<file path="src/rtl/psr_pkg.sv">
package psr_pkg;
  typedef enum logic [1:0] {
    RD_OFF  = 2'd0,
    RD_TRUE = 2'd1,
    RD_POLL = 2'd2
  } rd_mode_e;
endpackage

</file>
<file path="src/rtl/psr_bus_ctl.sv">
module psr_bus_ctl (
  input  logic clk_i,
  input  logic rst_ni,
  input  logic ce_ni,
  input  logic oe_ni,
  input  logic we_ni,
  output logic rd_act_o,
  output logic rd_end_o
);
  logic rd_q;

  assign rd_act_o = ~ce_ni & ~oe_ni & we_ni;

  always_ff @(posedge clk_i or negedge rst_ni) begin
    if (!rst_ni) rd_q <= 1'b0;
    else         rd_q <= rd_act_o;
  end

  // read completes when the qualifier drops
  assign rd_end_o = rd_q & ~rd_act_o;

  assert_end_after_read_R6: assert property (@(posedge clk_i) disable iff (!rst_ni)
    rd_end_o |-> ($past(rd_act_o) && !rd_act_o));
endmodule

</file>
<file path="src/rtl/psr_wr_capture.sv">
module psr_wr_capture #(
  parameter int ADDR_W = 8,
  parameter int DATA_W = 8
) (
  input  logic              clk_i,
  input  logic              rst_ni,
  input  logic              wr_strobe_i,
  input  logic [ADDR_W-1:0] wr_addr_i,
  input  logic [DATA_W-1:0] wr_data_i,
  output logic [ADDR_W-1:0] last_addr_o,
  output logic [DATA_W-1:0] last_data_o
);
  always_ff @(posedge clk_i or negedge rst_ni) begin
    if (!rst_ni) begin
      last_addr_o <= '0;
      last_data_o <= '0;
    end else if (wr_strobe_i) begin
      last_addr_o <= wr_addr_i;
      last_data_o <= wr_data_i;
    end
  end

  assert_capture_R9: assert property (@(posedge clk_i) disable iff (!rst_ni)
    wr_strobe_i |=> (last_addr_o == $past(wr_addr_i) && last_data_o == $past(wr_data_i)));
  assert_capture_hold_R9: assert property (@(posedge clk_i) disable iff (!rst_ni)
    !wr_strobe_i |=> ($stable(last_addr_o) && $stable(last_data_o)));
endmodule

</file>
<file path="src/rtl/psr_toggle.sv">
module psr_toggle (
  input  logic clk_i,
  input  logic rst_ni,
  input  logic busy_i,
  input  logic prog_start_i,
  input  logic rd_end_i,
  output logic tog_o
);
  always_ff @(posedge clk_i or negedge rst_ni) begin
    if (!rst_ni)                 tog_o <= 1'b0;
    else if (prog_start_i)       tog_o <= 1'b0;  // start wins over read end
    else if (busy_i && rd_end_i) tog_o <= ~tog_o;
  end

  assert_clear_on_start_R7: assert property (@(posedge clk_i) disable iff (!rst_ni)
    prog_start_i |=> !tog_o);
  assert_flip_on_read_R6: assert property (@(posedge clk_i) disable iff (!rst_ni)
    (busy_i && rd_end_i && !prog_start_i) |=> (tog_o != $past(tog_o)));
  assert_hold_idle_R8: assert property (@(posedge clk_i) disable iff (!rst_ni)
    (!busy_i && !prog_start_i) |=> $stable(tog_o));
endmodule

</file>
<file path="src/rtl/poll_status_read.sv">
module poll_status_read
  import psr_pkg::*;
#(
  parameter int ADDR_W = 8,
  parameter int DATA_W = 8
) (
  input  logic              clk_i,
  input  logic              rst_ni,
  input  logic              ce_ni,
  input  logic              oe_ni,
  input  logic              we_ni,
  input  logic [ADDR_W-1:0] addr_i,
  input  logic [DATA_W-1:0] arr_data_i,
  input  logic              busy_i,
  input  logic              prog_start_i,
  input  logic              wr_strobe_i,
  input  logic [ADDR_W-1:0] wr_addr_i,
  input  logic [DATA_W-1:0] wr_data_i,
  output logic [DATA_W-1:0] data_o,
  output logic              data_oe_o
);
  localparam int POLL_BIT = DATA_W - 1;
  localparam int TOG_BIT  = DATA_W - 2;

  logic              rd_act, rd_end, tog;
  logic [ADDR_W-1:0] last_addr;
  logic [DATA_W-1:0] last_data;
  logic              hit;
  logic [DATA_W-1:0] poll_word;
  rd_mode_e          mode;

  psr_bus_ctl u_bus (
    .clk_i(clk_i), .rst_ni(rst_ni),
    .ce_ni(ce_ni), .oe_ni(oe_ni), .we_ni(we_ni),
    .rd_act_o(rd_act), .rd_end_o(rd_end)
  );

  psr_wr_capture #(.ADDR_W(ADDR_W), .DATA_W(DATA_W)) u_cap (
    .clk_i(clk_i), .rst_ni(rst_ni),
    .wr_strobe_i(wr_strobe_i), .wr_addr_i(wr_addr_i), .wr_data_i(wr_data_i),
    .last_addr_o(last_addr), .last_data_o(last_data)
  );

  psr_toggle u_tog (
    .clk_i(clk_i), .rst_ni(rst_ni),
    .busy_i(busy_i), .prog_start_i(prog_start_i), .rd_end_i(rd_end),
    .tog_o(tog)
  );

  assign hit = (addr_i == last_addr);

  for (genvar i = 0; i < DATA_W; i++) begin : g_poll
    if (i == POLL_BIT) begin : g_b7
      assign poll_word[i] = hit ? ~last_data[i] : arr_data_i[i];
    end else if (i == TOG_BIT) begin : g_b6
      assign poll_word[i] = tog;
    end else begin : g_lo
      assign poll_word[i] = hit ? last_data[i] : arr_data_i[i];
    end
  end

  always_comb begin
    if (!rd_act)     mode = RD_OFF;
    else if (busy_i) mode = RD_POLL;
    else             mode = RD_TRUE;
  end

  always_comb begin
    unique case (mode)
      RD_TRUE: data_o = arr_data_i;
      RD_POLL: data_o = poll_word;
      default: data_o = '0;
    endcase
  end

  assign data_oe_o = (mode != RD_OFF);

  assert_oe_qual_R1: assert property (@(posedge clk_i) disable iff (!rst_ni)
    data_oe_o |-> (!ce_ni && !oe_ni && we_ni));
  assert_off_zero_R2: assert property (@(posedge clk_i) disable iff (!rst_ni)
    !data_oe_o |-> (data_o == '0));
  assert_idle_true_R3: assert property (@(posedge clk_i) disable iff (!rst_ni)
    (data_oe_o && !busy_i) |-> (data_o == arr_data_i));
  assert_poll_inv_R4: assert property (@(posedge clk_i) disable iff (!rst_ni)
    (data_oe_o && busy_i && addr_i == last_addr) |-> (data_o[POLL_BIT] != last_data[POLL_BIT]));
  assert_poll_miss_R5: assert property (@(posedge clk_i) disable iff (!rst_ni)
    (data_oe_o && busy_i && addr_i != last_addr) |-> (data_o[POLL_BIT] == arr_data_i[POLL_BIT]));
endmodule

</file>
<file path="config.mk">
export PLATFORM = sky130hd
export DESIGN_NAME = poll_status_read
export DESIGN_NICKNAME = d
export VERILOG_FILES = /design/src/rtl/psr_pkg.sv /design/src/rtl/psr_bus_ctl.sv /design/src/rtl/psr_wr_capture.sv /design/src/rtl/psr_toggle.sv /design/src/rtl/poll_status_read.sv
export SDC_FILE = /design/constraint.sdc
export NUM_CORES = 1
export LEC_CHECK = 0
export BUFFER_PORTS_ARGS = -buffer_cell sky130_fd_sc_hd__buf_4
export CAP_MARGIN = 15
export CORE_MARGIN = 2
export CORE_UTILIZATION = 46
export CTS_CLUSTER_DIAMETER = 50
export DETAILED_ROUTE_END_ITERATION = 10
export PLACE_DENSITY = 0.9
export SLEW_MARGIN = 20
export SYNTH_ARGS = -nofsm -noshare
export SYNTH_HDL_FRONTEND = slang
export SYNTH_SLANG_ARGS = --single-unit
</file>
<file path="constraint.sdc">
create_clock -name clk_i -period 2.3 [get_ports clk_i]
set_clock_uncertainty 0.2 [all_clocks]
set_input_delay 0.23 -clock clk_i [delete_from_list [all_inputs] [get_ports clk_i]]
set_output_delay 0.23 -clock clk_i [all_outputs]
set_load 0.1 [all_outputs]
</file>
Yosys cells after proc, flatten, opt, wreduce, memory -nomap -nowiden
Cells that the tools add are included.
W data, S select, Z words.
- bits in registers: 18
- bits of input ports: 40
- output and inout port bits: 9
- eq/ne operators: 3
- mux-type cells: 12
- bitwise operators: 8
- reduce and logical (&&, ||, !) cells: 3
- operator list (operator ; count):
    $pmux W8 S2 ; 1
    $mux W1 ; 9
    $eq A8 B8 Y1 ; 1
    $not A1 Y1 ; 5
    $mux W2 ; 2
    $reduce_bool A2 Y1 ; 2
    $and A1 B1 Y1 ; 3
    $eq A2 B1 Y1 const B ; 1
    $eq A2 B2 Y1 const B ; 1
    $logic_and A1 B1 Y1 ; 1

Depth between registers and ports, before layout
- depth in word-level cells: 8
- depth in mapped cells: 4
- gate-level depth less buffers: 4

Cells and area by module
From an unflattened synthesis, not the netlist that was laid out.
- cells, all modules: 78
- area, all modules: 994.7 µm²
- by module, submodules not included (module ; instances ; cells each ; area an instance (µm²) ; sequential area each (µm²)):
    psr_wr_capture ; 1 ; 34 ; 649.4 ; 400.4
    poll_status_read ; 1 ; 37 ; 250.2 ; 0.0
    psr_toggle ; 1 ; 4 ; 51.3 ; 25.0
    psr_bus_ctl ; 1 ; 3 ; 43.8 ; 25.0

Least setup slack after synthesis
No wires, ideal clock.
- path kind: reg-to-output
- from: register u_cap.last_addr_o[5]
- to: output data_o[0]
- arrival: 2.657 ns
- data required time: 1.870 ns
- slack: -0.787 ns
- cell stages (with the launch flop): 5
- path through: dfrtp_1 xnor2_1 nand3_1 nor3_4 mux2i_1
- word-level cells in the longest chain between the ends: 3
- ends and longest elaborated chain (item ; line ; text):
    from (decl) ; psr_wr_capture.sv:10 ; output logic [ADDR_W-1:0] last_addr_o,
    from (signal assigned) ; psr_wr_capture.sv:18 ; last_addr_o <= wr_addr_i;
    $eq A8 B8 Y1 ; poll_status_read.sv:50 ; assign hit = (addr_i == last_addr);
    $mux W1 ; poll_status_read.sv:58 ; assign poll_word[i] = hit ? last_data[i] : arr_data_i[i];
    $pmux W8 S2 ; poll_status_read.sv:69 ; unique case (mode)
    to (decl) ; poll_status_read.sv:19 ; output logic [DATA_W-1:0] data_o,
Every way passes these cells.

Worst setup path in the final report
- from: register u_cap.last_addr_o[0]
- to: output data_o[2]
The elaborated chain is that of the path after synthesis.

==> results.md <==
Worst hold path:
- The number of instances on the worst hold path is 3.
- The path class of the tightest hold or removal check is input port to register.

Pwr:
- The power density over cell area is 461.6 nW/um^2.
- The peak supply drop is 0.3469 mV.
- In this run the static leakage power is 0.6992 nW.

STA:
- The transition time at the pin with the least slew margin is 0.2804 ns.
- Of the available clock period, the critical path in the final layout requires 1.021.
- Setup violations remaining at the end of the flow were counted as 5.
- For the finished layout, the period the worst path requires is 2.348 ns.
- Setup total negative slack on the finished layout was measured at -0.1059 ns.
- The total count of max-transition violations in the final report is 0.
- On the final layout, the worst hold slack is 0.1137 ns.
- Headroom to the max-slew limit came out at 0.8146.
- In the post-route analysis, the smallest setup slack over all paths is -0.04764 ns.
- The number of failing hold endpoints at the final stage was 0.
- Setup repair after global routing could not meet its margin everywhere.
- Timing would allow up to 426.0 MHz.

Finish:
- The area growth from synthesis to layout is 74.51%.
- Leaving out fill and tap cells, the most frequent cell in the layout is sky130_fd_sc_hd__buf_4.
- The net total in the final layout is 185.
- The number of antenna diodes in the final layout is 0.
- In the layout the commonest cells are 42 x sky130_fd_sc_hd__buf_4, 17 x sky130_fd_sc_hd__dlygate4sd3_1, 17 x sky130_fd_sc_hd__dfrtp_1.
- The fraction of layout cells with a size suffix above 1 is 0.5000.

Placed design:
- The global placer's final weighted congestion is 0.6813.
- The number of buffers added on ports is 47.

Yosys:
- The portion of the post-synthesis area used by sequential elements is 0.4762.
- The net count after synthesis is 116.
- Synthesis handed over a netlist of 76 instances.
- Of all cell types, the one taking the most synthesized area is sky130_fd_sc_hd__dfrtp_1.
- The register bit count reported by yosys is 17.
- The fraction of post-synthesis cell area in the top cell type by area is 0.4762.
- The number of synthesis warnings is 0.
- A synthesized cell averages 11.75 sq um.
- By area the synthesized netlist is led by sky130_fd_sc_hd__dfrtp_1 48%, sky130_fd_sc_hd__mux2_1 11%, sky130_fd_sc_hd__mux2i_1 9.0%.
- Yosys mapped the design onto 19 distinct sky130hd cell types.
- The post-synth design cell area is 893.4 sq um.

Floorplanning:
- The core region is 1783 sq um.
- For this configuration, the core starts out at a cell density of 0.5011.
- For this design the top-level I/O count stands at 49.
- The die covers 2311 sq um.
- The overall die height is 48.07 um.
- The number of rows in the core area is 15.
- The width of the die is 48.07 um.

Run:
- Max-cap violations in this run came to 0.

GRT:
- Entering global routing, the biggest net connects 19 pins.
- In this run the most used layer during global routing was met2.
- In the global route stage, met3 resource usage came out at 0.01509.
- The number of antenna violations at the first check in global routing came to 0.
- For this run, global-route usage on met1 was measured as 0.3009.
- For this run, global-route usage on met2 was measured as 0.5120.
- In the global route stage, overall resource usage came out at 0.2673.
- The first global-routing pass estimated 4071 um of wire.
- The total global routing overflow is 0.
- The number of global-route vias before repair is 882.

Setup path:
- The startpoint-to-endpoint class of the critical path is register to output port.
- Data on the critical path is required at its endpoint by 1.87 ns.
- Along the worst path, the maximum fanout reaches 7.
- The depth of the worst register-to-register path is 2.
- The type of element launching the critical path is a register.
- STA classifies the critical path endpoint as an output port.
- The worst path arrival time is 1.92 ns.

Clock tree:
- The cell at the root of the clock tree is sky130_fd_sc_hd__clkbuf_4.
- TritonCTS created 3 clock buffers.
- The H-tree level count is 1.
- No sink is reached through more buffers than the 2 on the longest clock path.
- After clock tree synthesis, the clock-pin slew on the worst setup and hold paths is 0.10 ns.
- The clock net sink count is 17.
- The insertion delay to the later sink of the worst-skew pair is 0.29 ns.
- TritonCTS built the clock tree.

Routing:
- Dividing the detail-routed wire length by the instance count gives 17.02 um.
- The number of nets still failing antenna checks after routing is 0.
- The count of vias placed by the detailed router is 852.
- The first TritonRoute pass finished after 4 iterations.
- In the routed layout, each cell is associated on average with a via count of 5.041.
- Wires add up to 2876 um.
- After the first detailed-routing iteration, the DRC count stood at 10.
- The count of unresolved DRC violations after routing is 0.

Outcome:
- The flow ran to the end, but the final reports show violations.
- The checks that failed: negative setup slack.
[cells in the mapped netlist]
| cell | count |
|---|---|
| sky130_fd_sc_hd__buf_2 | 1 |
| sky130_fd_sc_hd__nor3b_2 | 1 |
| sky130_fd_sc_hd__a21oi_1 | 1 |
| sky130_fd_sc_hd__nor3_4 | 1 |
| sky130_fd_sc_hd__nand2_1 | 15 |
| sky130_fd_sc_hd__nand3_1 | 1 |
| sky130_fd_sc_hd__xnor2_1 | 8 |
| sky130_fd_sc_hd__dfrtp_1 | 17 |
| sky130_fd_sc_hd__nand4_1 | 1 |
| sky130_fd_sc_hd__clkbuf_1 | 1 |
| sky130_fd_sc_hd__nand2b_1 | 1 |
| sky130_fd_sc_hd__or3_1 | 1 |
| sky130_fd_sc_hd__nor3b_1 | 1 |
| sky130_fd_sc_hd__o21ai_0 | 1 |
| sky130_fd_sc_hd__mux2_2 | 6 |
| sky130_fd_sc_hd__buf_4 | 1 |
| sky130_fd_sc_hd__mux2i_1 | 8 |
| sky130_fd_sc_hd__nor2b_1 | 1 |
| sky130_fd_sc_hd__mux2_1 | 9 |
[timing repair]
item / 4_1_cts / 5_1_grt
hold endpoints to repair: 33 / 0
resized for setup: 8 / 2
pin swaps: 5 / 3
setup endpoints to repair: 7 / 7
hold buffers: 17 / 0
setup buffers: 1 / 0
[power by group]
group / internal [mW] / total, mW / switching [mW]
registers: 0.326 / 0.345 / 0.0189
logic: 0.115 / 0.209 / 0.0936
clock network: 0.0674 / 0.166 / 0.0981
total: 0.509 / 0.720 / 0.211
[worst paths after layout]
| check | from | end | slack [ns] |
|---|---|---|---|
| worst max-delay path | u_cap.last_addr_o[0]$_DFFE_PN0P_ | data_o[2] | -0.05 |
| worst min-delay path | ce_ni | u_bus.rd_q$_DFF_PN0_ | 0.11 |
| worst max register to register | u_tog.tog_o$_DFFE_PN0P_ | u_tog.tog_o$_DFFE_PN0P_ | 1.02 |
| worst min register to register | u_cap.last_data_o[2]$_DFFE_PN0P_ | u_cap.last_data_o[2]$_DFFE_PN0P_ | 0.31 |
| max in group asynchronous | rst_ni | u_cap.last_data_o[5]$_DFFE_PN0P_ | 1.58 |
| min in group asynchronous | rst_ni | u_cap.last_addr_o[5]$_DFFE_PN0P_ | 0.13 |
[routing by layer]
layer | up-vias | wire (um)
li1 | 393 | -
met1 | 407 | 1108
met2 | 38 | 1586
met3 | 14 | 91
met4 | 0 | 89
met5 | - | 0
[flip-flops by register name (all words and copies together), names as in the netlist]
name	count
u_cap.last_data_o	7
u_tog.tog_o	1
u_cap.last_addr_o	8
u_bus.rd_q	1
[final cells by class]
type                    count  area, sq um
repair buffers             67        575.6
flip-flops and latches     17        425.4
clock buffers               4        26.28
multi-input cells          56        500.5
fillers                    78        224.0
well taps                  25        31.28
[critical path, stage by stage (launching register included)]
cell and delay, ns:
sky130_fd_sc_hd__dfrtp_1 0.43, sky130_fd_sc_hd__xnor2_2 0.15, sky130_fd_sc_hd__nand4_1 0.17, sky130_fd_sc_hd__nor3_4 0.16, sky130_fd_sc_hd__buf_6 0.19, sky130_fd_sc_hd__mux2i_2 0.27, sky130_fd_sc_hd__buf_6 0.26
[kinds of logic (layout without fill, tap and decap cells)]
logic type,after synthesis,in the layout,share of synthesized area
multiplexers,23,23,0.2787
AND/OR/NAND/NOR,23,23,0.1373
flip-flops,17,17,0.4762
XOR/XNOR,8,8,0.07843
buffers and inverters,3,71,0.01820
AO/OA/AOI/OAI,2,2,0.01119
[metrics by stage]
stage | setup slack [ns] | power, mW | utilization | instances | area, sq um
6_report | -0.04764 | 0.7196 | 0.8744 | 169 | 1559
5_1_grt | -0.09871 | 0.7442 | 0.8744 | 169 | 1559
4_1_cts | -0.02327 | 0.7022 | 0.8660 | 169 | 1544
3_5_place_dp | 0.2108 | 0.5183 | 0.7347 | 147 | 1310
3_3_place_gp | 0.2893 | 0.5120 | 0.7347 | 147 | 1310
2_1_floorplan | -0.3636 | 0.4430 | - | 76 | 927.1
No activity file was read; power rests on OpenSTA's default activity.
